`src/rtl/i2cb_pkg.sv`:
```
// Shared types and helpers for the I2C master byte engine.
// Assumes byte-wide transfers with a ninth acknowledge slot.
package i2cb_pkg;
    localparam int BYTE_W  = 8;
    localparam int SLOT_N  = BYTE_W + 1;
    localparam int IDX_W   = $clog2(SLOT_N + 1);

    typedef enum logic [2:0] {
        ST_IDLE,
        ST_START_SU,
        ST_START_HOLD,
        ST_LOW,
        ST_HIGH,
        ST_STOP_LOW,
        ST_STOP_SU
    } i2cb_state_e;

    // Maps the wire slot number to a byte bit position for the chosen order.
    function automatic logic [2:0] bit_pos(input logic [2:0] slot, input logic lsb_first);
        return lsb_first ? slot : 3'(7 - int'(slot));
    endfunction
endpackage

```
`src/rtl/i2cb_phase_cnt.sv`:
```
// Phase counter: counts cycles inside the current bus phase and flags the
// phase's last cycle. A target of 0 is treated as 1.
// Assumes restart is asserted on the edge that begins a new phase.
module i2cb_phase_cnt #(
    parameter int W = 20
) (
    input  logic         clk,
    input  logic         rst_n,
    input  logic         restart,
    input  logic [W-1:0] target,
    output logic [W-1:0] count,
    output logic         last
);
    logic [W-1:0] tgt_m1;

    // Last index of the phase, zero target folded to one cycle.
    always_comb tgt_m1 = (target == '0) ? '0 : target - 1'b1;

    assign last = (count >= tgt_m1);

    // Cycle counter, cleared at each phase boundary.
    always_ff @(posedge clk) begin
        if (!rst_n)       count <= '0;
        else if (restart) count <= '0;
        else              count <= count + 1'b1;
    end
endmodule

```
`src/rtl/i2cb_xfer_timer.sv`:
```
// Whole-transfer timer: counts busy cycles and flags the cycle in which the
// limit is reached. A limit of 0 disables it. Clears whenever run is low.
module i2cb_xfer_timer #(
    parameter int W = 20
) (
    input  logic         clk,
    input  logic         rst_n,
    input  logic         run,
    input  logic [W-1:0] limit,
    output logic         expire
);
    logic [W-1:0] elapsed;

    assign expire = run && (limit != '0) && (elapsed == limit - 1'b1);

    // Busy-cycle count, saturating at all ones.
    always_ff @(posedge clk) begin
        if (!rst_n || !run)    elapsed <= '0;
        else if (elapsed != '1) elapsed <= elapsed + 1'b1;
    end
endmodule

```
`src/rtl/i2cb_pad.sv`:
```
// Line driver: converts a wanted line level into output-enable and value
// for either open-drain (release when high) or push-pull driving.
module i2cb_pad (
    input  logic level,
    input  logic pp,
    output logic oe,
    output logic o
);
    assign oe = pp | ~level;
    assign o  = pp & level;
endmodule

```
`src/rtl/i2c_byte_master.sv`:
```
// One-byte I2C master with programmable phase timing, transfer limit and
// arbitration detection. Assumes sda_in is synchronous to clk, timing inputs
// are static during a transfer and t_sda_dly is below the effective t_low.
module i2c_byte_master #(
    parameter int LOW_W = 19,
    parameter int CNT_W = 20
) (
    input  logic             clk,
    input  logic             rst_n,
    input  logic             go,
    input  logic             rd_sel,
    input  logic [7:0]       tx_byte,
    input  logic             tx_lsb_first,
    input  logic             rx_lsb_first,
    input  logic             scl_pp,
    input  logic             sda_pp,
    input  logic [LOW_W-1:0] t_low,
    input  logic [CNT_W-1:0] t_high,
    input  logic [CNT_W-1:0] t_start_su,
    input  logic [CNT_W-1:0] t_stop_su,
    input  logic [CNT_W-1:0] t_sda_dly,
    input  logic [CNT_W-1:0] t_limit,
    input  logic             sda_in,
    output logic             scl_oe,
    output logic             scl_o,
    output logic             sda_oe,
    output logic             sda_o,
    output logic [7:0]       rx_byte,
    output logic             ack_val,
    output logic             busy,
    output logic             byte_done,
    output logic             timed_out,
    output logic             arb_lost,
    output logic             timeout_evt,
    output logic             arb_evt
);
    import i2cb_pkg::*;

    localparam logic [IDX_W-1:0] LAST_DATA = IDX_W'(BYTE_W - 1);
    localparam logic [IDX_W-1:0] ACK_SLOT  = IDX_W'(BYTE_W);

    i2cb_state_e      state;
    logic [IDX_W-1:0] slot;
    logic [7:0]       tx_q;
    logic             rd_q, txl_q, rxl_q;
    logic             scl_lvl, sda_lvl;
    logic [CNT_W-1:0] tgt, cnt, th_eff, half;
    logic             last, expire, samp, dly_hit, xfer_end, arb_hit, tmo_hit, abort;

    // Value SDA should carry in a given slot.
    function automatic logic slot_bit(input logic [IDX_W-1:0] idx);
        if (idx < ACK_SLOT && !rd_q) return tx_q[bit_pos(idx[2:0], txl_q)];
        return 1'b1;
    endfunction

    assign busy = (state != ST_IDLE);

    // Phase length selected by the current state.
    always_comb begin
        case (state)
            ST_START_SU:             tgt = t_start_su;
            ST_START_HOLD, ST_HIGH:  tgt = t_high;
            ST_LOW, ST_STOP_LOW:     tgt = CNT_W'(t_low);
            ST_STOP_SU:              tgt = t_stop_su;
            default:                 tgt = '0;
        endcase
    end

    // Sample point, SDA update point and abort conditions.
    always_comb begin
        th_eff   = (t_high == '0) ? CNT_W'(1) : t_high;
        half     = th_eff >> 1;
        samp     = (state == ST_HIGH) && (cnt == half);
        dly_hit  = (state == ST_LOW || state == ST_STOP_LOW) && (t_sda_dly != '0)
                   && (cnt == t_sda_dly - 1'b1);
        xfer_end = (state == ST_STOP_SU) && last;
        arb_hit  = samp && !rd_q && (slot < ACK_SLOT) && sda_lvl && !sda_in;
        tmo_hit  = expire && !xfer_end && !arb_hit;
        abort    = arb_hit || tmo_hit;
    end

    i2cb_phase_cnt #(.W(CNT_W)) u_phase (
        .clk(clk), .rst_n(rst_n), .restart((state == ST_IDLE) || last || abort),
        .target(tgt), .count(cnt), .last(last)
    );

    i2cb_xfer_timer #(.W(CNT_W)) u_timer (
        .clk(clk), .rst_n(rst_n), .run(busy), .limit(t_limit), .expire(expire)
    );

    // One driver per line: index 0 is SCL, index 1 is SDA.
    logic [1:0] lvl_v, pp_v, oe_v, o_v;
    assign lvl_v = {sda_lvl, scl_lvl};
    assign pp_v  = {sda_pp, scl_pp};
    for (genvar g = 0; g < 2; g++) begin : g_pad
        i2cb_pad u_pad (.level(lvl_v[g]), .pp(pp_v[g]), .oe(oe_v[g]), .o(o_v[g]));
    end
    assign scl_oe = oe_v[0];
    assign scl_o  = o_v[0];
    assign sda_oe = oe_v[1];
    assign sda_o  = o_v[1];

    // Transfer sequencer: phases, line levels, sampling and status.
    always_ff @(posedge clk) begin
        if (!rst_n) begin
            state <= ST_IDLE;   slot <= '0;       tx_q <= '0;
            rd_q <= 1'b0;       txl_q <= 1'b0;    rxl_q <= 1'b0;
            scl_lvl <= 1'b1;    sda_lvl <= 1'b1;  rx_byte <= '0;
            ack_val <= 1'b0;    byte_done <= 1'b0;
            timed_out <= 1'b0;  arb_lost <= 1'b0;
            timeout_evt <= 1'b0; arb_evt <= 1'b0;
        end else begin
            timeout_evt <= 1'b0;
            arb_evt     <= 1'b0;
            if (abort) begin
                state   <= ST_IDLE;
                scl_lvl <= 1'b1;
                sda_lvl <= 1'b1;
                if (arb_hit) begin arb_lost  <= 1'b1; arb_evt     <= 1'b1; end
                else         begin timed_out <= 1'b1; timeout_evt <= 1'b1; end
            end else begin
                case (state)
                    ST_IDLE: if (go) begin
                        state <= ST_START_SU;  slot <= '0;
                        tx_q  <= tx_byte;      rd_q <= rd_sel;
                        txl_q <= tx_lsb_first; rxl_q <= rx_lsb_first;
                        byte_done <= 1'b0; timed_out <= 1'b0; arb_lost <= 1'b0;
                    end
                    ST_START_SU: if (last) begin
                        sda_lvl <= 1'b0;
                        state   <= ST_START_HOLD;
                    end
                    ST_START_HOLD: if (last) begin
                        scl_lvl <= 1'b0;
                        state   <= ST_LOW;
                        if (t_sda_dly == '0) sda_lvl <= slot_bit(slot);
                    end
                    ST_LOW: begin
                        if (dly_hit) sda_lvl <= slot_bit(slot);
                        if (last) begin scl_lvl <= 1'b1; state <= ST_HIGH; end
                    end
                    ST_HIGH: begin
                        if (samp) begin
                            if (slot == ACK_SLOT) ack_val <= sda_in;
                            else if (rd_q) rx_byte[bit_pos(slot[2:0], rxl_q)] <= sda_in;
                        end
                        if (last) begin
                            scl_lvl <= 1'b0;
                            if (slot == LAST_DATA) byte_done <= 1'b1;
                            if (slot == ACK_SLOT) begin
                                state <= ST_STOP_LOW;
                                if (t_sda_dly == '0) sda_lvl <= 1'b0;
                            end else begin
                                slot  <= slot + 1'b1;
                                state <= ST_LOW;
                                if (t_sda_dly == '0) sda_lvl <= slot_bit(slot + 1'b1);
                            end
                        end
                    end
                    ST_STOP_LOW: begin
                        if (dly_hit) sda_lvl <= 1'b0;
                        if (last) begin scl_lvl <= 1'b1; state <= ST_STOP_SU; end
                    end
                    ST_STOP_SU: if (last) begin
                        sda_lvl <= 1'b1;
                        state   <= ST_IDLE;
                    end
                    default: state <= ST_IDLE;
                endcase
            end
        end
    end


    data_stable_chk: assert property (@(posedge clk) disable iff (!rst_n)
        (state == ST_HIGH && $past(state) == ST_HIGH) |-> $stable(sda_lvl));


    release_on_end_chk: assert property (@(posedge clk) disable iff (!rst_n)
        $fell(busy) |-> (scl_lvl && sda_lvl));


    tx_latched_chk: assert property (@(posedge clk) disable iff (!rst_n)
        (busy && $past(busy)) |-> $stable(tx_q));


    byte_done_edge_chk: assert property (@(posedge clk) disable iff (!rst_n)
        $rose(byte_done) |-> (state == ST_LOW && slot == ACK_SLOT && !scl_lvl));


    timeout_evt_chk: assert property (@(posedge clk) disable iff (!rst_n)
        timeout_evt |-> (timed_out && !busy));


    arb_evt_chk: assert property (@(posedge clk) disable iff (!rst_n)
        arb_evt |-> (arb_lost && !busy && sda_lvl));
endmodule

```
`config.mk`:
```
export PLATFORM = sky130hd
export DESIGN_NAME = i2c_byte_master
export DESIGN_NICKNAME = d
export VERILOG_FILES = /design/src/rtl/i2cb_pkg.sv /design/src/rtl/i2cb_phase_cnt.sv /design/src/rtl/i2cb_xfer_timer.sv /design/src/rtl/i2cb_pad.sv /design/src/rtl/i2c_byte_master.sv
export SDC_FILE = /design/constraint.sdc
export NUM_CORES = 1
export LEC_CHECK = 0
export BUFFER_PORTS_ARGS = -buffer_cell sky130_fd_sc_hd__clkbuf_2
export CORE_UTILIZATION = 55
export CTS_CLUSTER_SIZE = 20
export DETAILED_ROUTE_END_ITERATION = 12
export GPL_ROUTABILITY_DRIVEN = 0
export PLACE_DENSITY = 0.8
export SYNTH_ARGS = -nofsm -noshare
export SYNTH_HDL_FRONTEND = slang
export SYNTH_SLANG_ARGS = --single-unit
```
`constraint.sdc`:
```
create_clock -name clk -period 7.1 [get_ports clk]
set_input_delay 1.42 -clock clk [delete_from_list [all_inputs] [get_ports clk]]
set_output_delay 1.42 -clock clk [all_outputs]
set_load 0.03 [all_outputs]
```
# ---- Yosys cells after proc, flatten, opt, wreduce, memory -nomap -nowiden
# Index checks and enable logic that the tools add are counted.
dict set report word_totals {
  ff_bits 74
  out_inout_bits 19
  wordCells 194
  in_bits 136
}
dict set report classes {
  bitwise 9
  mux 71
  eq_ne 29
  magnitude_cmp 7
  add_sub_neg 8
  n_reduce_logical 53
}
# cell n
set op_table {}
lappend op_table {{$pmux W20 S4} 1}
lappend op_table {{$logic_not A20 Y1} 3}
lappend op_table {{$sub A20 B1 Y20 const B} 3}
lappend op_table {{$mux W1} 45}
lappend op_table {{$add A20 B1 Y20 const B} 2}
lappend op_table {{$eq A20 B20 Y1} 2}
lappend op_table {{$mux W20} 2}
lappend op_table {{$reduce_bool A20 Y1} 2}
lappend op_table {{$mux W3} 11}
lappend op_table {{$ne A2 B2 Y1 const B} 13}
lappend op_table {{$pmux W3 S7} 1}
lappend op_table {{$eq A20 B19 Y1} 1}
lappend op_table {{$ge A20 B20 Y1} 1}
lappend op_table {{$ne A20 B20 Y1 const B} 1}
lappend op_table {{$logic_and A1 B1 Y1} 15}
lappend op_table {{$reduce_and A5 Y1} 3}
lappend op_table {{$lt A3 B4 Y1 const B} 3}
lappend op_table {{$mux W4} 3}
lappend op_table {{$reduce_and A3 Y1} 4}
lappend op_table {{$eq A3 B3 Y1 const B} 3}
lappend op_table {{$reduce_and A9 Y1} 1}
lappend op_table {{$bwmux W8} 1}
lappend op_table {{$lt A4 B4 Y1 const B} 2}
lappend op_table {{$ne A2 B1 Y1 const B} 4}
lappend op_table {{other kinds (25)} 50}

# ---- Depth between registers and ports, before layout
dict set report depth {
  ltp_word 18
  depth_mapped 23
  ltp_nobuf 19
}

# ---- By module
# A second synthesis with hierarchy kept.
dict set report hier_totals {
  hier_cells 949
  area_unflattened_um2 7463.4
}
# module area_per_inst_um2 cells_per_inst seq_area_each_um2 n_inst
set modules_own_cells {}
lappend modules_own_cells {i2c_byte_master 3961.3 508 680.7 1}
lappend modules_own_cells {i2cb_xfer_timer 1746.7 220 400.4 1}
lappend modules_own_cells {i2cb_phase_cnt 1730.4 217 400.4 1}
lappend modules_own_cells {i2cb_pad 12.5 2 0.0 2}

# ---- Least setup slack after synthesis
# Ideal clock, no wire load.
dict set report synth_timing {
  path_kind {input to register}
  startpoint {in t_stop_su[6]}
  endpoint {reg state[0]}
  setup_ns 0.115
  path_buffers 3
  stages 19
  slack_ns 1.828
  arrival_ns 5.156
  t_required_ns 6.985
  cell_sequence {mux2_2 > a221o_1 > o21ai_0 > and4_1 > nand4_1 > or3_1 > clkbuf_1 > clkbuf_1 > nand2_1 > ha_1 > and3_1 > a221oi_1 > o21a_1 > o211ai_1 > and2_0 > or4_4 > buf_6 > and2_4 > and3_1}
}
dict set report synth_between {
  elab_chain_len 10
  word_cells_on_any_way 18
  cone_classes {add/sub (1); order compare (1); eq/ne (6); mux (2); reduce/logical (8)}
}
# item line_no
set synth_rtl {}
lappend synth_rtl {{from (decl)} i2c_byte_master.sv:20} ;# input logic [CNT_W-1:0] t_stop_su,
lappend synth_rtl {{$pmux W20 S4 *} i2c_byte_master.sv:60} ;# case (state)
lappend synth_rtl {{$sub A20 B1 Y20 or $logic_not A20 Y1 (tied branches)} i2cb_phase_cnt.sv:17} ;# always_comb tgt_m1 = (target == '0) ? '0 : target - 1'b1;
lappend synth_rtl {{$mux W20 *} i2cb_phase_cnt.sv:17}
lappend synth_rtl {{$ge A20 B20 Y1 *} i2cb_phase_cnt.sv:19} ;# assign last = (count >= tgt_m1);
lappend synth_rtl {{$logic_and A1 B1 Y1} i2c_byte_master.sv:76} ;# xfer_end = (state == ST_STOP_SU) && last;
lappend synth_rtl {{$logic_not A1 Y1} i2c_byte_master.sv:78} ;# tmo_hit = expire && !xfer_end && !arb_hit;
lappend synth_rtl {{$logic_and A1 B1 Y1 (2 in series)} i2c_byte_master.sv:78}
lappend synth_rtl {{$logic_or A1 B1 Y1} i2c_byte_master.sv:79} ;# abort = arb_hit || tmo_hit;
lappend synth_rtl {{$reduce_or A2 Y1 (no source line)} -}
lappend synth_rtl {{to (signal assigned)} i2c_byte_master.sv:106} ;# state <= ST_IDLE; slot <= '0; tx_q <= '0;
lappend synth_rtl {{to (signal assigned)} i2c_byte_master.sv:116} ;# state <= ST_IDLE;
lappend synth_rtl {{to (signal assigned)} i2c_byte_master.sv:124} ;# state <= ST_START_SU; slot <= '0;
lappend synth_rtl {{to (decl)} i2c_byte_master.sv:42} ;# i2cb_state_e state;
# Every way passes the cells marked *; elsewhere a longest branch is shown, timed or not.
# A chain may end at the register's enable or synchronous reset.

# ---- Worst setup path in the final report
dict set report layout_timing {
  startpoint {in t_high[6]}
  endpoint {reg u_phase.count[2]}
}
dict set report layout_between {
  elab_chain_len 13
  word_cells_on_any_way 22
  cone_classes {add/sub (1); order compare (1); eq/ne (1); mux (3); reduce/logical (16)}
}
# item line_no
set layout_rtl {}
lappend layout_rtl {{from (decl)} i2c_byte_master.sv:18} ;# input logic [CNT_W-1:0] t_high,
lappend layout_rtl {{branches (longest 11 deep; another with $sub A20 B1 Y20)} -}
lappend layout_rtl {{$logic_or A1 B1 Y1 *} i2c_byte_master.sv:83} ;# .clk(clk), .rst_n(rst_n), .restart((state == ST_IDLE) || last || abort),
lappend layout_rtl {{$reduce_or A2 Y1 (no source line) *} -}
lappend layout_rtl {{to (signal assigned)} i2cb_phase_cnt.sv:25} ;# else count <= count + 1'b1;
lappend layout_rtl {{to (decl)} i2cb_phase_cnt.sv:11} ;# output logic [W-1:0] count,
# Every way passes the cells marked *.

==> reports/metrics.yaml <==
grtUsageTotal: 0.2844
peakVddDrop_uv: 172.4
cp_slowest_cell: "or4b_1"
status: "complete, no violations"
dieArea_sq_um: 14090
fin_util: 0.6508
cts_made_buffers: 9
postCtsSetupRepairBufs: 0
cts_buffer_depth: 2
maxCapViolations: 0
syn_area_sq_um: 7492
hpwl_microns: 15520
required_ns: 7.37
slew_violations: 0
drt-pass1-iter-count: 5
ant_nets: 0
cts_resized: 0
drive_gt1_frac: 0.1984
drt-total-wl_microns: 20120
gr-usage-met2: 0.5000
post-place-ws_ns: 0.8683
drt-initial-drc-count: 469
slew_headroom: 0.3948
grt_use_met1: 0.3569
finalCriticalPeriod_ns: 5.978
ios: 155
grt_pass1_wl_microns: 32780
drcViolationCount: 0
rsz0062_at_grt: "false"
n_antenna_cell: 0
syn-num-nets: 1143
synth.yosys.seq_area_share: 0.1977
die_w_microns: 118.7
cts_tree: "built"
grt_pass1_vias: 6921
fin_ws_ns: 1.122
path_clk_slew_ns: 0.06
finClkSkew_ns: 0.007181
slowest_delay_ns: 0.81
cpLargestDelayFamily: "simple AND/OR/NAND/NOR gates"
max_freq_mhz: 167.3
antenna_found_initial: 0
worstSkewPairLatency_ns: 0.34
overflow: 0
initial_core_util: 0.5658
hold_buffers: 0
die_y_microns: 118.7
syn_avg_cell_area_sq_um: 7.669
setup_viol: 0
tns_ns: 0
vias: 7522
syn_inst: 977
synthArstFlopShare: 0
mostFrequentLayoutCells: "clkbuf_2 (154), nand2_1 (113), nor2_1 (89)"
yosys_warnings: 0
clock-sinks: 74
path_buf_inv: 2
end_kind: "flop"
start_kind: "input port"
clockRootBuffer: "clkbuf_16"
grt_max_degree: 36
routedWlPerCell_microns: 15.84
crit_type: "in2reg"
port-buffer-count: 154
synth_cell_types: 79
coreArea_sq_um: 13240
fin_nets: 1256
total_power_w: 0.001214
synth_flop_cell: "dfxtp_1"
power_density_nw_per_um2: 140.9
hp-class: "reg2reg"
use_met3: 0.04488
worst-path-max-fanout: 20
min_period_over_period: 0.8419
cellLeakagePower_nw: 3.503
syn_to_final_growth_pct: 15.03
final_common_cell: "clkbuf_2"
viasPerCell: 5.923
crit_arrival_ns: 6.25
busiest_layer: "met2"
crit_chain: "clkbuf_2 > mux2_2 > a221o_1 > o21ai_0 > and4_1 > nand4_1 > or3_1 > nand2_1 > ha_1 > a211oi_1 > nor2_1 > nor4_1 > o21a_1 > o21ai_0 > buf_4 > or4b_1 > nor2_1"
cts_htree_levels: 3
hold_violations: 0
synth-edff-count: 0
worst_pin_slew_ns: 0.9059
row_count: 42
ys_ff_latch: 74
hold_slack_ns: 0.4580
area by class of cell:
cell class	instances	area [sq um]
clock buffer	10	229.0
clock inverter	5	103.9
fill	1218	4624
inverter	21	78.83
multi-input combinational	823	5680
sequential	74	1483
tap	176	220.2
timing repair buffer	161	823.3
Yosys cell counts (12+ instances only):
master,n,share of area
nand2_1,113,0.057
nor2_1,89,0.045
dfxtp_1,74,0.20
xnor2_1,62,0.072
xor2_1,61,0.071
clkbuf_1,45,0.023
mux2i_1,42,0.056
nand3_1,41,0.027
o21ai_0,38,0.025
a21oi_1,34,0.023
ha_1,30,0.050
nor3_1,28,0.019
nand2b_1,22,0.018
mux2_2,20,0.030
inv_1,19,0.0095
nand4_1,18,0.015
nor4_1,18,0.015
and2_1,14,0.012
and3_1,14,0.012
nor3b_1,12,0.012
registers in the layout, summed over array words and instances, names as in the netlist:
register         cells
u_phase.count       20
u_timer.elapsed     20
rx_byte              8
tx_q                 8
slot                 4
state                3
ack_val              1
arb_evt              1
arb_lost             1
byte_done            1
rd_q                 1
rxl_q                1
scl_lvl              1
sda_lvl              1
timed_out            1
timeout_evt          1
txl_q                1
metrics by stage:
| step | area (sq um) | cells |
|---|---|---|
| 2_1_floorplan | 7492 | 977 |
| 3_5_place_dp | 8285 | 1255 |
| 4_1_cts | 8618 | 1270 |
| 3_3_place_gp | 8285 | 1255 |
| 6_report | 8618 | 1270 |
| 5_1_grt | 8618 | 1270 |
cell families after synthesis:
family	after synthesis	share of synthesized area
buf+inv	80	0.04409
mux	68	0.1042
fa+ha+maj	31	0.05144
flops	74	0.1977
compound gates	172	0.1600
xor+xnor	123	0.1438
simple gates	429	0.2988
tightest hold or removal path: cells and delay by family, from the launching register on:
family           cells  cell delay (ns)
DFF                  1             0.30
muxes                1             0.05
and+or+nand+nor      1             0.05
final timing paths:
check / from / to / slack (ns) / cells after the start
setup / recovery: t_high[6] / u_phase.count[2] / 1.12 / 17
hold / removal: rx_byte[3] / rx_byte[3] / 0.46 / 2
setup reg to reg: state[2] / u_phase.count[2] / 1.22 / 17
hold reg to reg: rx_byte[3] / rx_byte[3] / 0.46 / 2
power breakdown:
part           switching, W  leakage (nW)  internal [W]
Clock              0.000176         0.163      0.000341
Combinational      0.000153          2.74      0.000117
Sequential       0.00000684         0.599      0.000420
metal layers:
| metal | vias to the layer above | part of all wire |
|---|---|---|
| met5 | - | 0 |
| met2 | 221 | 0.50 |
| met3 | 25 | 0.055 |
| li1 | 3748 | - |
| met4 | 0 | 0.014 |
| met1 | 3528 | 0.44 |
No activity file was read; power rests on OpenSTA's default activity.
